`config.mk`:
```
export PLATFORM = sky130hd
export DESIGN_NAME = gpio_irq_bank
export DESIGN_NICKNAME = d
export VERILOG_FILES = /design/src/rtl/gib_pkg.sv /design/src/rtl/gib_sync.sv /design/src/rtl/gib_detect.sv /design/src/rtl/gib_status.sv /design/src/rtl/gib_regfile.sv /design/src/rtl/gpio_irq_bank.sv
export SDC_FILE = /design/constraint.sdc
export NUM_CORES = 1
export LEC_CHECK = 0
export BUFFER_PORTS_ARGS = -buffer_cell sky130_fd_sc_hd__buf_2
export CORE_MARGIN = 5
export CORE_UTILIZATION = 57
export DETAILED_ROUTE_END_ITERATION = 7
export PLACE_DENSITY = 0.77
export RECOVER_POWER = 100
export SYNTH_ARGS = -nofsm -noshare
export SYNTH_HDL_FRONTEND = slang
export SYNTH_SLANG_ARGS = --single-unit
```
`constraint.sdc`:
```
create_clock -name clk -period 2.1 [get_ports clk]
set_input_delay 0.315 -clock clk [delete_from_list [all_inputs] [get_ports clk]]
set_output_delay 0.315 -clock clk [all_outputs]
set_load 0.03 [all_outputs]
```
`src/rtl/gib_pkg.sv`:
```
package gib_pkg;

  // Register word indices (byte offset / 4)
  localparam int WIDX_STATUS = 0;
  localparam int WIDX_CLEAR  = 1;
  localparam int WIDX_ENABLE = 2;
  localparam int WIDX_MODE   = 3;
  localparam int WIDX_POL    = 4;

  typedef enum logic [2:0] {
    SEL_STATUS,
    SEL_CLEAR,
    SEL_ENABLE,
    SEL_MODE,
    SEL_POL,
    SEL_NONE
  } reg_sel_e;

  // Map a byte address to a register; misaligned or unknown -> SEL_NONE
  function automatic reg_sel_e decode_sel(input logic [31:0] byte_addr);
    reg_sel_e sel;
    sel = SEL_NONE;
    if (byte_addr[1:0] == 2'b00) begin
      case (byte_addr[31:2])
        30'(WIDX_STATUS): sel = SEL_STATUS;
        30'(WIDX_CLEAR):  sel = SEL_CLEAR;
        30'(WIDX_ENABLE): sel = SEL_ENABLE;
        30'(WIDX_MODE):   sel = SEL_MODE;
        30'(WIDX_POL):    sel = SEL_POL;
        default:          sel = SEL_NONE;
      endcase
    end
    return sel;
  endfunction

endpackage

```
`src/rtl/gib_sync.sv`:
```
module gib_sync #(
  parameter int WIDTH  = 32,
  parameter int STAGES = 2
) (
  input  logic             clk,
  input  logic             rst,
  input  logic [WIDTH-1:0] async_in,
  output logic [WIDTH-1:0] sync_out
);

  logic [STAGES-1:0][WIDTH-1:0] chain;

  generate
    for (genvar k = 0; k < STAGES; k++) begin : g_stage
      if (k == 0) begin : g_first
        always_ff @(posedge clk) begin
          if (rst) chain[0] <= '0;
          else     chain[0] <= async_in;
        end
      end else begin : g_rest
        always_ff @(posedge clk) begin
          if (rst) chain[k] <= '0;
          else     chain[k] <= chain[k-1];
        end
      end
    end
  endgenerate

  assign sync_out = chain[STAGES-1];

endmodule

```
`src/rtl/gib_detect.sv`:
```
module gib_detect #(
  parameter int NUM_PINS = 32
) (
  input  logic                clk,
  input  logic                rst,
  input  logic [NUM_PINS-1:0] pin_sync,
  input  logic [NUM_PINS-1:0] mode_edge,
  input  logic [NUM_PINS-1:0] pol_high,
  output logic [NUM_PINS-1:0] trig
);

  logic [NUM_PINS-1:0] prev_q;

  always_ff @(posedge clk) begin
    if (rst) prev_q <= '0;
    else     prev_q <= pin_sync;
  end

  generate
    for (genvar p = 0; p < NUM_PINS; p++) begin : g_pin
      logic rise;
      logic fall;
      assign rise = pin_sync[p] & ~prev_q[p];
      assign fall = ~pin_sync[p] & prev_q[p];

      always_comb begin
        if (mode_edge[p]) trig[p] = pol_high[p] ? rise : fall;
        else              trig[p] = (pin_sync[p] == pol_high[p]);
      end
    end
  endgenerate

endmodule

```
`src/rtl/gib_status.sv`:
```
module gib_status #(
  parameter int NUM_PINS = 32
) (
  input  logic                clk,
  input  logic                rst,
  input  logic [NUM_PINS-1:0] trig,
  input  logic [NUM_PINS-1:0] clr_mask,
  input  logic [NUM_PINS-1:0] enable,
  output logic [NUM_PINS-1:0] status_q,
  output logic                irq_q
);

  // Set wins over a same-cycle clear
  always_ff @(posedge clk) begin
    if (rst) status_q <= '0;
    else     status_q <= (status_q & ~clr_mask) | trig;
  end

  always_ff @(posedge clk) begin
    if (rst) irq_q <= 1'b0;
    else     irq_q <= |(status_q & enable);
  end

endmodule

```
`src/rtl/gib_regfile.sv`:
```
module gib_regfile
  import gib_pkg::*;
#(
  parameter int NUM_PINS = 32,
  parameter int ADDR_W   = 5,
  parameter int DATA_W   = 32
) (
  input  logic                clk,
  input  logic                rst,
  input  logic [ADDR_W-1:0]   reg_addr,
  input  logic                reg_wen,
  input  logic                reg_ren,
  input  logic [DATA_W-1:0]   reg_wdata,
  output logic [DATA_W-1:0]   reg_rdata,
  input  logic [NUM_PINS-1:0] status_q,
  output logic [NUM_PINS-1:0] enable_q,
  output logic [NUM_PINS-1:0] mode_q,
  output logic [NUM_PINS-1:0] pol_q,
  output logic [NUM_PINS-1:0] clr_mask
);

  reg_sel_e            sel;
  logic [NUM_PINS-1:0] wbits;
  logic [NUM_PINS-1:0] rd_vec;
  logic [DATA_W-1:0]   rd_word;

  assign sel   = decode_sel(32'(reg_addr));
  assign wbits = reg_wdata[NUM_PINS-1:0];

  always_ff @(posedge clk) begin
    if (rst) begin
      enable_q <= '0;
      mode_q   <= '0;
      pol_q    <= '0;
    end else if (reg_wen) begin
      case (sel)
        SEL_ENABLE: enable_q <= wbits;
        SEL_MODE:   mode_q   <= wbits;
        SEL_POL:    pol_q    <= wbits;
        default: ;
      endcase
    end
  end

  assign clr_mask = (reg_wen && sel == SEL_CLEAR) ? wbits : '0;

  always_comb begin
    case (sel)
      SEL_STATUS: rd_vec = status_q;
      SEL_ENABLE: rd_vec = enable_q;
      SEL_MODE:   rd_vec = mode_q;
      SEL_POL:    rd_vec = pol_q;
      default:    rd_vec = '0;
    endcase
    rd_word = '0;
    rd_word[NUM_PINS-1:0] = rd_vec;
  end

  always_ff @(posedge clk) begin
    if (rst)          reg_rdata <= '0;
    else if (reg_ren) reg_rdata <= rd_word;
    else              reg_rdata <= '0;
  end

endmodule

```
`src/rtl/gpio_irq_bank.sv`:
```
module gpio_irq_bank #(
  parameter int NUM_PINS    = 32,
  parameter int ADDR_W      = 5,
  parameter int DATA_W      = 32,
  parameter int SYNC_STAGES = 2
) (
  input  logic                clk,
  input  logic                rst,
  input  logic [NUM_PINS-1:0] pin_in,
  input  logic [ADDR_W-1:0]   reg_addr,
  input  logic                reg_wen,
  input  logic                reg_ren,
  input  logic [DATA_W-1:0]   reg_wdata,
  output logic [DATA_W-1:0]   reg_rdata,
  output logic                irq_out
);

  logic [NUM_PINS-1:0] pin_sync;
  logic [NUM_PINS-1:0] trig_w;
  logic [NUM_PINS-1:0] status_q;
  logic [NUM_PINS-1:0] enable_q;
  logic [NUM_PINS-1:0] mode_q;
  logic [NUM_PINS-1:0] pol_q;
  logic [NUM_PINS-1:0] clr_mask;

  gib_sync #(.WIDTH(NUM_PINS), .STAGES(SYNC_STAGES)) u_sync (
    .clk      (clk),
    .rst      (rst),
    .async_in (pin_in),
    .sync_out (pin_sync)
  );

  gib_detect #(.NUM_PINS(NUM_PINS)) u_detect (
    .clk       (clk),
    .rst       (rst),
    .pin_sync  (pin_sync),
    .mode_edge (mode_q),
    .pol_high  (pol_q),
    .trig      (trig_w)
  );

  gib_status #(.NUM_PINS(NUM_PINS)) u_status (
    .clk      (clk),
    .rst      (rst),
    .trig     (trig_w),
    .clr_mask (clr_mask),
    .enable   (enable_q),
    .status_q (status_q),
    .irq_q    (irq_out)
  );

  gib_regfile #(.NUM_PINS(NUM_PINS), .ADDR_W(ADDR_W), .DATA_W(DATA_W)) u_regs (
    .clk       (clk),
    .rst       (rst),
    .reg_addr  (reg_addr),
    .reg_wen   (reg_wen),
    .reg_ren   (reg_ren),
    .reg_wdata (reg_wdata),
    .reg_rdata (reg_rdata),
    .status_q  (status_q),
    .enable_q  (enable_q),
    .mode_q    (mode_q),
    .pol_q     (pol_q),
    .clr_mask  (clr_mask)
  );

endmodule

```
Yosys cells after proc, flatten, opt, wreduce, memory -nomap -nowiden:

Index checks and enable logic that the tools add are counted.
Widths: inputs -> output; s select.

* word-level logic and storage cells: 259
* flip-flop bits (word level): 257
* output and inout bits: 33

* bitwise gates (word level): 133
* reductions and logical operators: 9
* eq/ne operators: 40
* muxes and demuxes: 68

Operator list (count)
* $pmux 32 s4: 1
* $not 1->1: 65
* $and 1x1->1: 64
* $and 32x32->32: 2
* $mux 1: 64
* $eq 1x1->1: 32
* $mux 32: 1
* $not 32->32: 1
* $or 32x32->32: 1
* $reduce_or 32->1: 1
* $pmux 3 s5: 1
* $eq 3x2->1 const B: 4
* $eq 3x1->1 const B: 2
* $eq 3x3->1 const B: 2
* $logic_not 3->1: 2
* $reduce_and 2->1: 3
* $mux 3: 1
* $logic_not 2->1: 1
* $reduce_or 2->1: 1
* $logic_and 1x1->1: 1

Longest topological paths before layout:

Gate-level depths: netlist of run 1.

* word-level depth: 9
* gate-level depth with buffers: 6
* depth with buffers taken out: 3

Modules after synthesis:

A second synthesis of run 1 with hierarchy kept.

* cell total of the unflattened synthesis: 1230
* area total of the unflattened synthesis: 11076.9 um^2

By module, submodules not included
* gib_regfile: cells each 713, area an instance 5963.2 um^2, instances 1
* gib_sync: cells each 167, area an instance 2158.3 um^2, instances 1
* gib_detect: cells each 195, area an instance 1704.1 um^2, instances 1
* gib_status: cells each 155, area an instance 1251.2 um^2, instances 1

Worst setup path before layout of run 1:

No wires, ideal clock.

* kind: input-to-reg
* from: input port reg_addr[4]
* to: register u_regs.enable_q[24]
* arrival time: 1309 ps
* setup time: 132 ps
* path buffers: 2
* path slack: 659 ps
* stages on the path: 5
* cells stage by stage: or4b_1 buf_6 buf_6 o21ai_1 a21oi_1

* word-level cells in the longest chain between the ends: 5
* elaborated cells between the ends (all ways): 9

Ends and longest elaborated chain
* from (decl): line gpio_irq_bank.sv:10 `input logic [ADDR_W-1:0] reg_addr,`
* $eq 3x3->1 (tied with other cells): line gib_pkg.sv:24 `case (byte_addr[31:2])`
* $pmux 3 s5 (*): line gib_pkg.sv:24
* $mux 3 (*): line gib_pkg.sv:23 `if (byte_addr[1:0] == 2'b00) begin`
* $eq 3x2->1 (*): line gib_regfile.sv:36 `case (sel)`
* $reduce_and 2->1 (no line) (*)
* to (signal assigned): line gib_regfile.sv:37 `SEL_ENABLE: enable_q <= wbits;`
* to (decl): line gib_regfile.sv:16 `output logic [NUM_PINS-1:0] enable_q,`

Mark *: on every way between the ends. The rest lies on a longest branch, timed or not.
A chain may end at the register's enable or synchronous reset.

Worst setup path in the final report of run 1:

* from: input port reg_addr[2]
* to: register u_regs.pol_q[15]

* word-level cells in the longest chain between the ends: 5
* elaborated cells between the ends (all ways): 9

Ends and longest elaborated chain
* $eq 3x3->1 (tied with other cells): line gib_pkg.sv:24
* $pmux 3 s5 (*): line gib_pkg.sv:24
* $mux 3 (*): line gib_pkg.sv:23
* $eq 3x3->1 (*): line gib_regfile.sv:36
* $reduce_and 2->1 (no line) (*)
* to (signal assigned): line gib_regfile.sv:39 `SEL_POL: pol_q <= wbits;`
* to (decl): line gib_regfile.sv:18 `output logic [NUM_PINS-1:0] pol_q,`

Marks and branches as above.

==> results.json, run 1 <==
{
  "status": "finished, final reports clean",
  "stdcell_count": 1448,
  "finalInstanceArea_sq_um": 12200,
  "num-fill-cells": 1434,
  "cts_hold_buf": 28,
  "slew_headroom_pct": 20.4,
  "cts_tree": "yes",
  "whs_ps": 6.93,
  "synth.top_cell.area_share_pct": 49.6,
  "async_flop_share_pct": 0,
  "clock_path_buffers": 3,
  "worst_clock_skew_ps": 13.5,
  "antenna_found_initial": 0,
  "syn-cell-area_sq_um": 10400,
  "placed_area_sq_um": 11100,
  "hold_violations": 0,
  "die_x_um": 145,
  "yosysUniqueCellTypes": 32,
  "path_cells": "buf_2 > or3_1 > clkbuf_1 > o31ai_1 > a21oi_1",
  "ys_top_cells_by_count": "257 x dfxtp_1, 160 x a21oi_1, 98 x nor2b_1",
  "syn_nets": 1178,
  "ir_drop_mv": 0.781,
  "ant_nets": 0,
  "fmax_mhz": 611,
  "worstSetupEndpointType": "flip-flop",
  "dp_cells": 1370,
  "synth.most_common_cell": "dfxtp_1",
  "coreArea_sq_um": 18000,
  "finalCriticalPeriod_ps": 1640,
  "yosys.area.top_type": "dfxtp_1",
  "initial_utilization_pct": 57.8,
  "grt_pass1_wl_mm": 44.9,
  "clk_latency_ps": 530,
  "yosys_warnings": 0,
  "numClockSinks": 257,
  "worst_pin_slew_ps": 1190,
  "cts_root_buf": "clkbuf_16",
  "dr.pass1.iters": 6,
  "syn_inst": 1105,
  "area_growth_pct": 17.8,
  "rows": 49,
  "wl_per_cell_um": 19.1,
  "r2r_slack_ps": 690,
  "cts_max_level": 1,
  "synth_top_family_by_area": "compound AO/OA/AOI/OAI gates",
  "gp_congestion": 0.858,
  "synthSimpleGateAreaFrac_pct": 13.8,
  "muxShareOfSynthArea_pct": 3.57,
  "pwr_density_cell_nw_per_um2": 898,
  "numCtsBuffers": 27,
  "crit_fanout": 18,
  "synthAdderAreaFrac_pct": 0,
  "cp.required_ps": 2460,
  "grt_pass1_vias": 8461,
  "die_h_um": 145,
  "final_nets": 1271,
  "start_kind": "input port",
  "synth-seq-cells": 257,
  "setup_viol": 0,
  "slowest_stage": "clkbuf_1",
  "cts_resized": 0,
  "cp.arrival_ps": 2000,
  "rsz0062_at_grt": "no",
  "via_per_inst": 6.12,
  "grt_overflow_total": 0,
  "synth_enable_flop_cells": 0,
  "dp_hpwl_mm": 17.0,
  "drv_slew": 0,
  "synth_compound_area_share_pct": 21.7,
  "drive_gt1_share_pct": 14.9,
  "dieArea_sq_um": 21000,
  "grt_start_max_net_pins": 106,
  "hold_path_class": "input port to flip-flop",
  "io_pins": 106,
  "post_cts_buffers": 0,
  "worstSetupPathType": "input port to flip-flop",
  "clk_pin_slew_worst_paths_ps": 60,
  "cap_violations": 0,
  "wl_mm": 27.7,
  "route.detailed.drc": 0,
  "io_buffers": 105,
  "drt_iter0_drc": 1221,
  "routed-via-count": 8863,
  "synth_area_leaders": "dfxtp_1 50%, a21oi_1 7.7%, nor2b_1 5.9%",
  "yosysSeqAreaShare_pct": 49.6,
  "syn_area_per_cell_sq_um": 9.39,
  "post-route-period-util_pct": 78.0,
  "synth-xor-area-share_pct": 5.40,
  "fin_tns_setup_ps": 0,
  "crit_path_max_incr_delay_ps": 490,
  "cellLeakagePower_nw": 4.76,
  "synth_ff_type": "dfxtp_1",
  "grt_use_total_pct": 25.0
}
==> cell families after synthesis <==
logic type	count (synthesis)
buffers and inverters	139
and+or+nand+nor	243
AOI/OAI and AO/OA	369
DFF	257
muxes	33
xor gates and xnor gates	64
==> critical path: cells and delay by family <==
kind / cells / cell delay, ps
buffers and inverters: 2 / 720
AOI/OAI and AO/OA: 2 / 520
and+or+nand+nor: 1 / 420
==> power by group <==
group / switching [mW] / leakage, nW / internal (mW)
sequential: 0.0923 / 2.10 / 5.01
combinational: 0.448 / 2.19 / 0.275
clock: 1.93 / 0.477 / 3.22
total: 2.47 / 4.76 / 8.50
==> registers in the layout, indices dropped and copies added (netlist names) <==
| name | flops |
|---|---|
| u_detect.prev_q | 32 |
| u_regs.enable_q | 32 |
| u_regs.mode_q | 32 |
| u_regs.pol_q | 32 |
| u_regs.reg_rdata | 32 |
| u_status.irq_q | 1 |
| u_status.status_q | 32 |
| u_sync.chain | 32 |
| u_sync.sync_out | 32 |
==> final timing paths <==
path	start	to	cells after the start
setup / recovery	reg_addr[2]	u_regs.pol_q[15]$_SDFFE_PP0P_	5
hold / removal	pin_in[6]	u_sync.chain[6]$_SDFF_PP0_	2
setup reg to reg	u_status.status_q[19]$_SDFF_PP0_	u_status.irq_q$_SDFF_PP0_	3
hold reg to reg	u_sync.chain[31]$_SDFF_PP0_	u_sync.sync_out[31]$_SDFF_PP0_	1
==> through the flow <==
stage | utilization, % | setup slack, ps | power, mW
after floorplan | - | 659 | 5.60
after global placement | 61.6 | 294 | 5.87
after detailed placement | 61.6 | 262 | 5.88
after CTS | 68.6 | 701 | 11.0
after global routing | 68.0 | 323 | 11.3
final | 68.1 | 463 | 11.0
==> placed cells by master, fill, tap and decap left out, drive strengths merged <==
cell         instances
a21o                32
a21oi              160
a22oi               16
a32oi               32
and2                 1
buf                 97
bufinv               5
clkbuf              80
clkinv               4
clkinvlp             3
dfxtp              257
diode                1
dlygate4sd3         28
inv                 35
mux2                32
mux2i                1
nand2                1
nand2b               2
nand3               96
nand4               37
nand4bb              1
nor2                 2
nor2b               98
nor3                 1
nor4b                1
o21ai               64
o31ai               64
o41a                 1
or2                  1
or3                  1
or4b                 1
xnor2               32
xor2                32
==> per-layer routing <==
layer	global-route usage [%]	vias up	wire length, um
met2	39.6	423	12800
li1	-	4151	-
met3	4.90	71	2520
met5	0	-	0
met4	8.10	0	785
met1	34.7	4218	11600
==> area by class of cell <==
class,instances,area [sq um],area share [%]
timing repair buffer,169,1070,8.74
multi-input combinational,709,4610,37.7
antenna,1,2.50,0.0205
tap,229,287,2.34
clock buffer,36,779,6.38
sequential,257,5140,42.1
inverter,34,128,1.04
clock inverter,13,205,1.68
Power figures use the tool's default switching activity.
==> run 2: changes to the inputs <==
Clock period 2.1 ns to 1.7 ns, I/O delays scaled along.
==> run 2 against run 1 <==
Effect of this change:
- critical path depth down 2
- routed wire length up 2.9%
- largest cell class unchanged
- register-to-register slack worse by 450 ps
- hold slack better by 11 ps
==> results.json, run 2 (synthesized netlist as in run 1, its figures left out) <==
{
  "finalPower_mw": 13.5,
  "cts_root_buf": "clkbuf_16",
  "routed-via-count": 8994,
  "io_pins": 106,
  "path_delay_family": "compound AO/OA/AOI/OAI gates",
  "layout.cells.most_common": "dfxtp_1",
  "grt_pass1_vias": 8737,
  "hold_depth": 3,
  "io_buffers": 105,
  "grt_use_total_pct": 25.8,
  "grt_start_max_net_pins": 89,
  "slew_headroom_pct": 31.8,
  "finalCriticalPeriod_ps": 1460,
  "final_core_util_pct": 69.5,
  "whs_ps": 17.5,
  "fin_tns_setup_ps": 0,
  "hold_path_class": "input port to flip-flop",
  "worstSetupEndpointType": "flip-flop",
  "start_kind": "flip-flop",
  "seqPwrFrac_pct": 46.7,
  "internal_power_mw": 10.4,
  "worst-path-buf-inv": 0,
  "post-route-period-util_pct": 86.0,
  "busiest_layer": "met2",
  "dp_hpwl_mm": 17.7,
  "clk_latency_ps": 540,
  "power.switching_mw": 3.09,
  "dieArea_sq_um": 21000,
  "final_nets": 1288,
  "rsz0062_at_grt": "no",
  "via_per_inst": 6.14,
  "rows": 49,
  "crit_path_max_incr_delay_ps": 480,
  "pwr_density_cell_nw_per_um2": 1080,
  "initial_utilization_pct": 57.8,
  "gp_congestion": 0.828,
  "numClockSinks": 257,
  "startpoint": "u_status.status_q[19]$_SDFF_PP0_",
  "wl_per_cell_um": 19.4,
  "die_h_um": 145,
  "worstSetupPathType": "flip-flop to flip-flop",
  "drive_gt1_share_pct": 16.0,
  "cellLeakagePower_nw": 4.89,
  "worst_clock_skew_ps": 19.7,
  "drv_slew": 0,
  "drt_iter0_drc": 1156,
  "cp.required_ps": 2080,
  "fmax_mhz": 684,
  "hold_violations": 0,
  "ir_drop_mv": 0.904,
  "stdcell_count": 1465,
  "cts_tree": "yes",
  "status": "finished, final reports clean",
  "grt_overflow_total": 0,
  "grt_pass1_wl_mm": 45.8,
  "slowest_stage": "o41a_1",
  "coreArea_sq_um": 18000,
  "gr-usage-met1_pct": 34.2,
  "dr.pass1.iters": 5,
  "path_cells": "a22oi_1 > nand4_1 > o41a_1",
  "worst_pin_slew_ps": 1020,
  "crit_fanout": 3,
  "switching_share_pct": 22.9,
  "crit_cells": 3,
  "wl_mm": 28.5,
  "cp.arrival_ps": 1850,
  "final_cell_mix": "257 x dfxtp_1, 160 x a21oi_1, 96 x nor2b_1, 96 x nand3_1, 71 x buf_2",
  "clock_path_buffers": 3,
  "dp_cells": 1383,
  "antenna_found_initial": 1,
  "p_comb_share_pct": 7.1,
  "pwr-share-clk_pct": 46.2,
  "rr_startpoint": "u_status.status_q[19]$_SDFF_PP0_",
  "rr_worst_depth": 3,
  "use_met2_pct": 42.5,
  "met3_usage_pct": 4.68,
  "clk_pin_slew_worst_paths_ps": 60,
  "setup_viol": 0,
  "ant_nets": 0,
  "cts_max_level": 1,
  "hp-start": "reg_wdata[26]",
  "numCtsBuffers": 26,
  "area_growth_pct": 20.3,
  "route.detailed.drc": 0,
  "cap_violations": 0,
  "die_x_um": 145
}
[run 2: what timing repair did]
item | 4_1_cts | 5_1_grt
buffers inserted | 0 | 0
setup endpoints to repair | 0 | 0
gates resized for setup | 0 | 0
hold buffers | 33 | 0
endpoints found under the hold margin | 34 | 0
[run 2: final cells by class]
cell class,count,area [sq um]
clock inverters,13,201
diodes,1,2.50
flip-flops and latches,257,5140
fillers,1357,5490
repair buffers,187,1360
clock buffers,35,746
well taps,229,287
multi-input cells,709,4610
inverters,34,128
[run 2: power by group through the flow]
stage | clock network, mW | registers, mW | logic (mW)
6_report | 6.24 | 6.30 | 0.964
5_1_grt | 6.56 | 6.31 | 1.03
4_1_cts | 6.32 | 6.30 | 0.966
3_5_place_dp | 0 | 6.43 | 0.902
3_3_place_gp | 0 | 6.42 | 0.890
2_1_floorplan | 0 | 6.39 | 0.526
[run 2: metal layers]
layer  share of wire [%]  up-vias
met5               0.025        -
met1                  41     4287
met4                 3.1        2
met2                  48      439
li1                    -     4182
met3                 7.9       84
[run 2: stage by stage]
step / cell area [sq um] / setup WS (ps)
2_1_floorplan: 10400 / 319
3_3_place_gp: 11300 / 25.6
3_5_place_dp: 11300 / 1.16
4_1_cts: 12600 / 280
5_1_grt: 12500 / 200
6_report: 12500 / 238
[run 2: worst paths after layout]
path	endpoint	slack (ps)
max	u_status.irq_q$_SDFF_PP0_	240
min	u_regs.enable_q[26]$_SDFFE_PP0P_	20
max reg2reg	u_status.irq_q$_SDFF_PP0_	240
min reg2reg	u_sync.sync_out[27]$_SDFF_PP0_	430
[run 2: worst register-to-register path, stage by stage, from the launching register on]
cell     delay, ps
dfxtp_1        340
a22oi_1        360
nand4_1        140
o41a_1         480
==> run 3: changes to the inputs <==
Settings changed: CORE_UTILIZATION 57 to 59, PLACE_DENSITY 0.77 to 0.8.
==> run 3 against run 2 <==
Effect of this change:
- die area fell by 3.2%
- hold slack got worse by 5.1 ps
- total power fell by 1.4%
- utilization rose by 3.3 points
- maximum frequency fell by 1.4%
- combinational power rose by 1%
- cell count rose by 0.27%
- critical path depth rose by 3
- largest cell class unchanged
==> results.json, run 3 (synthesized netlist as in run 1, its figures left out) <==
{
  "finalInstanceArea_sq_um": 12600,
  "dp_hpwl_mm": 16.7,
  "r2r_slack_ps": 320,
  "cts_hold_buf": 50,
  "die_x_um": 143,
  "ir_drop_mv": 0.945,
  "clock_path_buffers": 3,
  "num-fill-cells": 1269,
  "slew_headroom_pct": 43.7,
  "wl_per_cell_um": 19.1,
  "coreArea_sq_um": 17300,
  "post-route-period-util_pct": 87.3,
  "cp.arrival_ps": 1870,
  "numClockSinks": 257,
  "final_core_util_pct": 72.8,
  "initial_utilization_pct": 60.0,
  "power.switching_mw": 3.02,
  "whs_ps": 12.4,
  "grt_use_total_pct": 27.4,
  "grt_overflow_total": 0,
  "startpoint": "reg_addr[1]",
  "switching_share_pct": 22.7,
  "post_cts_buffers": 0,
  "internal_power_mw": 10.3,
  "worst_pin_slew_ps": 844,
  "drv_slew": 0,
  "finalPower_mw": 13.3,
  "final_nets": 1297,
  "cts_resized": 0,
  "rows": 48,
  "dieArea_sq_um": 20300,
  "setup_viol": 0,
  "area_growth_pct": 21.3,
  "worstSetupEndpointType": "flip-flop",
  "placed_area_sq_um": 11200,
  "cts_tree": "yes",
  "io_buffers": 105,
  "grt_pass1_vias": 8862,
  "via_per_inst": 6.16,
  "rr_startpoint": "u_status.status_q[19]$_SDFF_PP0_",
  "p_comb_share_pct": 7.3,
  "start_kind": "input port",
  "clk_pin_slew_worst_paths_ps": 60,
  "die_h_um": 143,
  "finalCriticalPeriod_ps": 1480,
  "pwr_density_cell_nw_per_um2": 1060,
  "drt_iter0_drc": 1036,
  "rsz0062_at_grt": "no",
  "hold_violations": 0,
  "status": "finished, final reports clean",
  "fmax_mhz": 674,
  "worst_clock_skew_ps": 19.2,
  "hold_path_class": "input port to flip-flop",
  "wl_mm": 28.1,
  "io_pins": 106,
  "dr.pass1.iters": 8,
  "cp.required_ps": 2090,
  "route.detailed.drc": 0,
  "fin_tns_setup_ps": 0,
  "final_cell_mix": "257 x dfxtp_1, 160 x a21oi_1, 96 x nor2b_1, 96 x nand3_1, 72 x buf_2",
  "grt_start_max_net_pins": 151,
  "pwr-share-clk_pct": 45.3,
  "cts_root_buf": "clkbuf_16",
  "worstSetupPathType": "input port to flip-flop",
  "drive_gt1_share_pct": 15.4,
  "routed-via-count": 9042,
  "cellLeakagePower_nw": 4.94,
  "antenna_found_initial": 1,
  "ant_nets": 0,
  "crit_fanout": 32,
  "clk_latency_ps": 540,
  "numCtsBuffers": 26,
  "cap_violations": 0,
  "hp-start": "reg_wdata[12]",
  "layout.cells.most_common": "dfxtp_1",
  "seqPwrFrac_pct": 47.3,
  "cts_max_level": 1,
  "gp_congestion": 0.867,
  "grt_pass1_wl_mm": 45.7
}
[run 3: cell count changes in the layout (fill, tap and decap cells not counted), sizes merged]
cell / previous run / this run
dlygate4sd3: 33 / 50
clkinvlp: 3 / 0
buf: 114 / 111
clkinv: 5 / 4
inv: 34 / 35
bufinv: 5 / 3
clkbuf: 75 / 74
[run 3: worst max-delay path: stages]
cell and delay, ps:
buf_2 110, clkbuf_1 190, or3_1 370, buf_2 390
o31ai_1 410, a21oi_1 130
[run 3: area by class of cell]
| cell class | count | area [sq um] | share of cell area [%] |
|---|---|---|---|
| sequential | 257 | 5140 | 40.9 |
| antenna | 1 | 2.50 | 0.0199 |
| tap | 225 | 282 | 2.24 |
| multi-input combinational | 709 | 4630 | 36.8 |
| inverter | 34 | 128 | 1.01 |
| clock inverter | 8 | 134 | 1.06 |
| clock buffer | 39 | 800 | 6.35 |
| timing repair buffer | 196 | 1470 | 11.7 |
[run 3: through the flow]
step,cells,worst slack [ps]
2_1_floorplan,1105,319
3_3_place_gp,1371,11.0
3_5_place_dp,1371,-22.4
4_1_cts,1468,320
5_1_grt,1469,184
6_report,1469,216
[run 3: layer usage]
metal / GRT usage [%] / share of wire [%] / vias up
met2: 45.1 / 47 / 482
met1: 35.2 / 40 / 4263
met3: 5.73 / 8.9 / 90
met4: 11.1 / 3.9 / 0
met5: 0 / 0 / -
li1: - / - / 4207
[run 3: worst paths after layout]
check | to | depth (start not counted)
worst max-delay path | u_regs.pol_q[13]$_SDFFE_PP0P_ | 6
worst min-delay path | u_regs.enable_q[12]$_SDFFE_PP0P_ | 3
worst max register to register | u_status.irq_q$_SDFF_PP0_ | 3
worst min register to register | u_sync.sync_out[0]$_SDFF_PP0_ | 1
[run 3: power groups by stage]
| stage | clock, mW | sequential (mW) | combinational [mW] |
|---|---|---|---|
| 2_1_floorplan | 0 | 6.39 | 0.526 |
| 3_3_place_gp | 0 | 6.42 | 0.853 |
| 3_5_place_dp | 0 | 6.43 | 0.868 |
| 4_1_cts | 6.11 | 6.30 | 0.965 |
| 5_1_grt | 6.37 | 6.31 | 1.05 |
| 6_report | 6.04 | 6.30 | 0.977 |
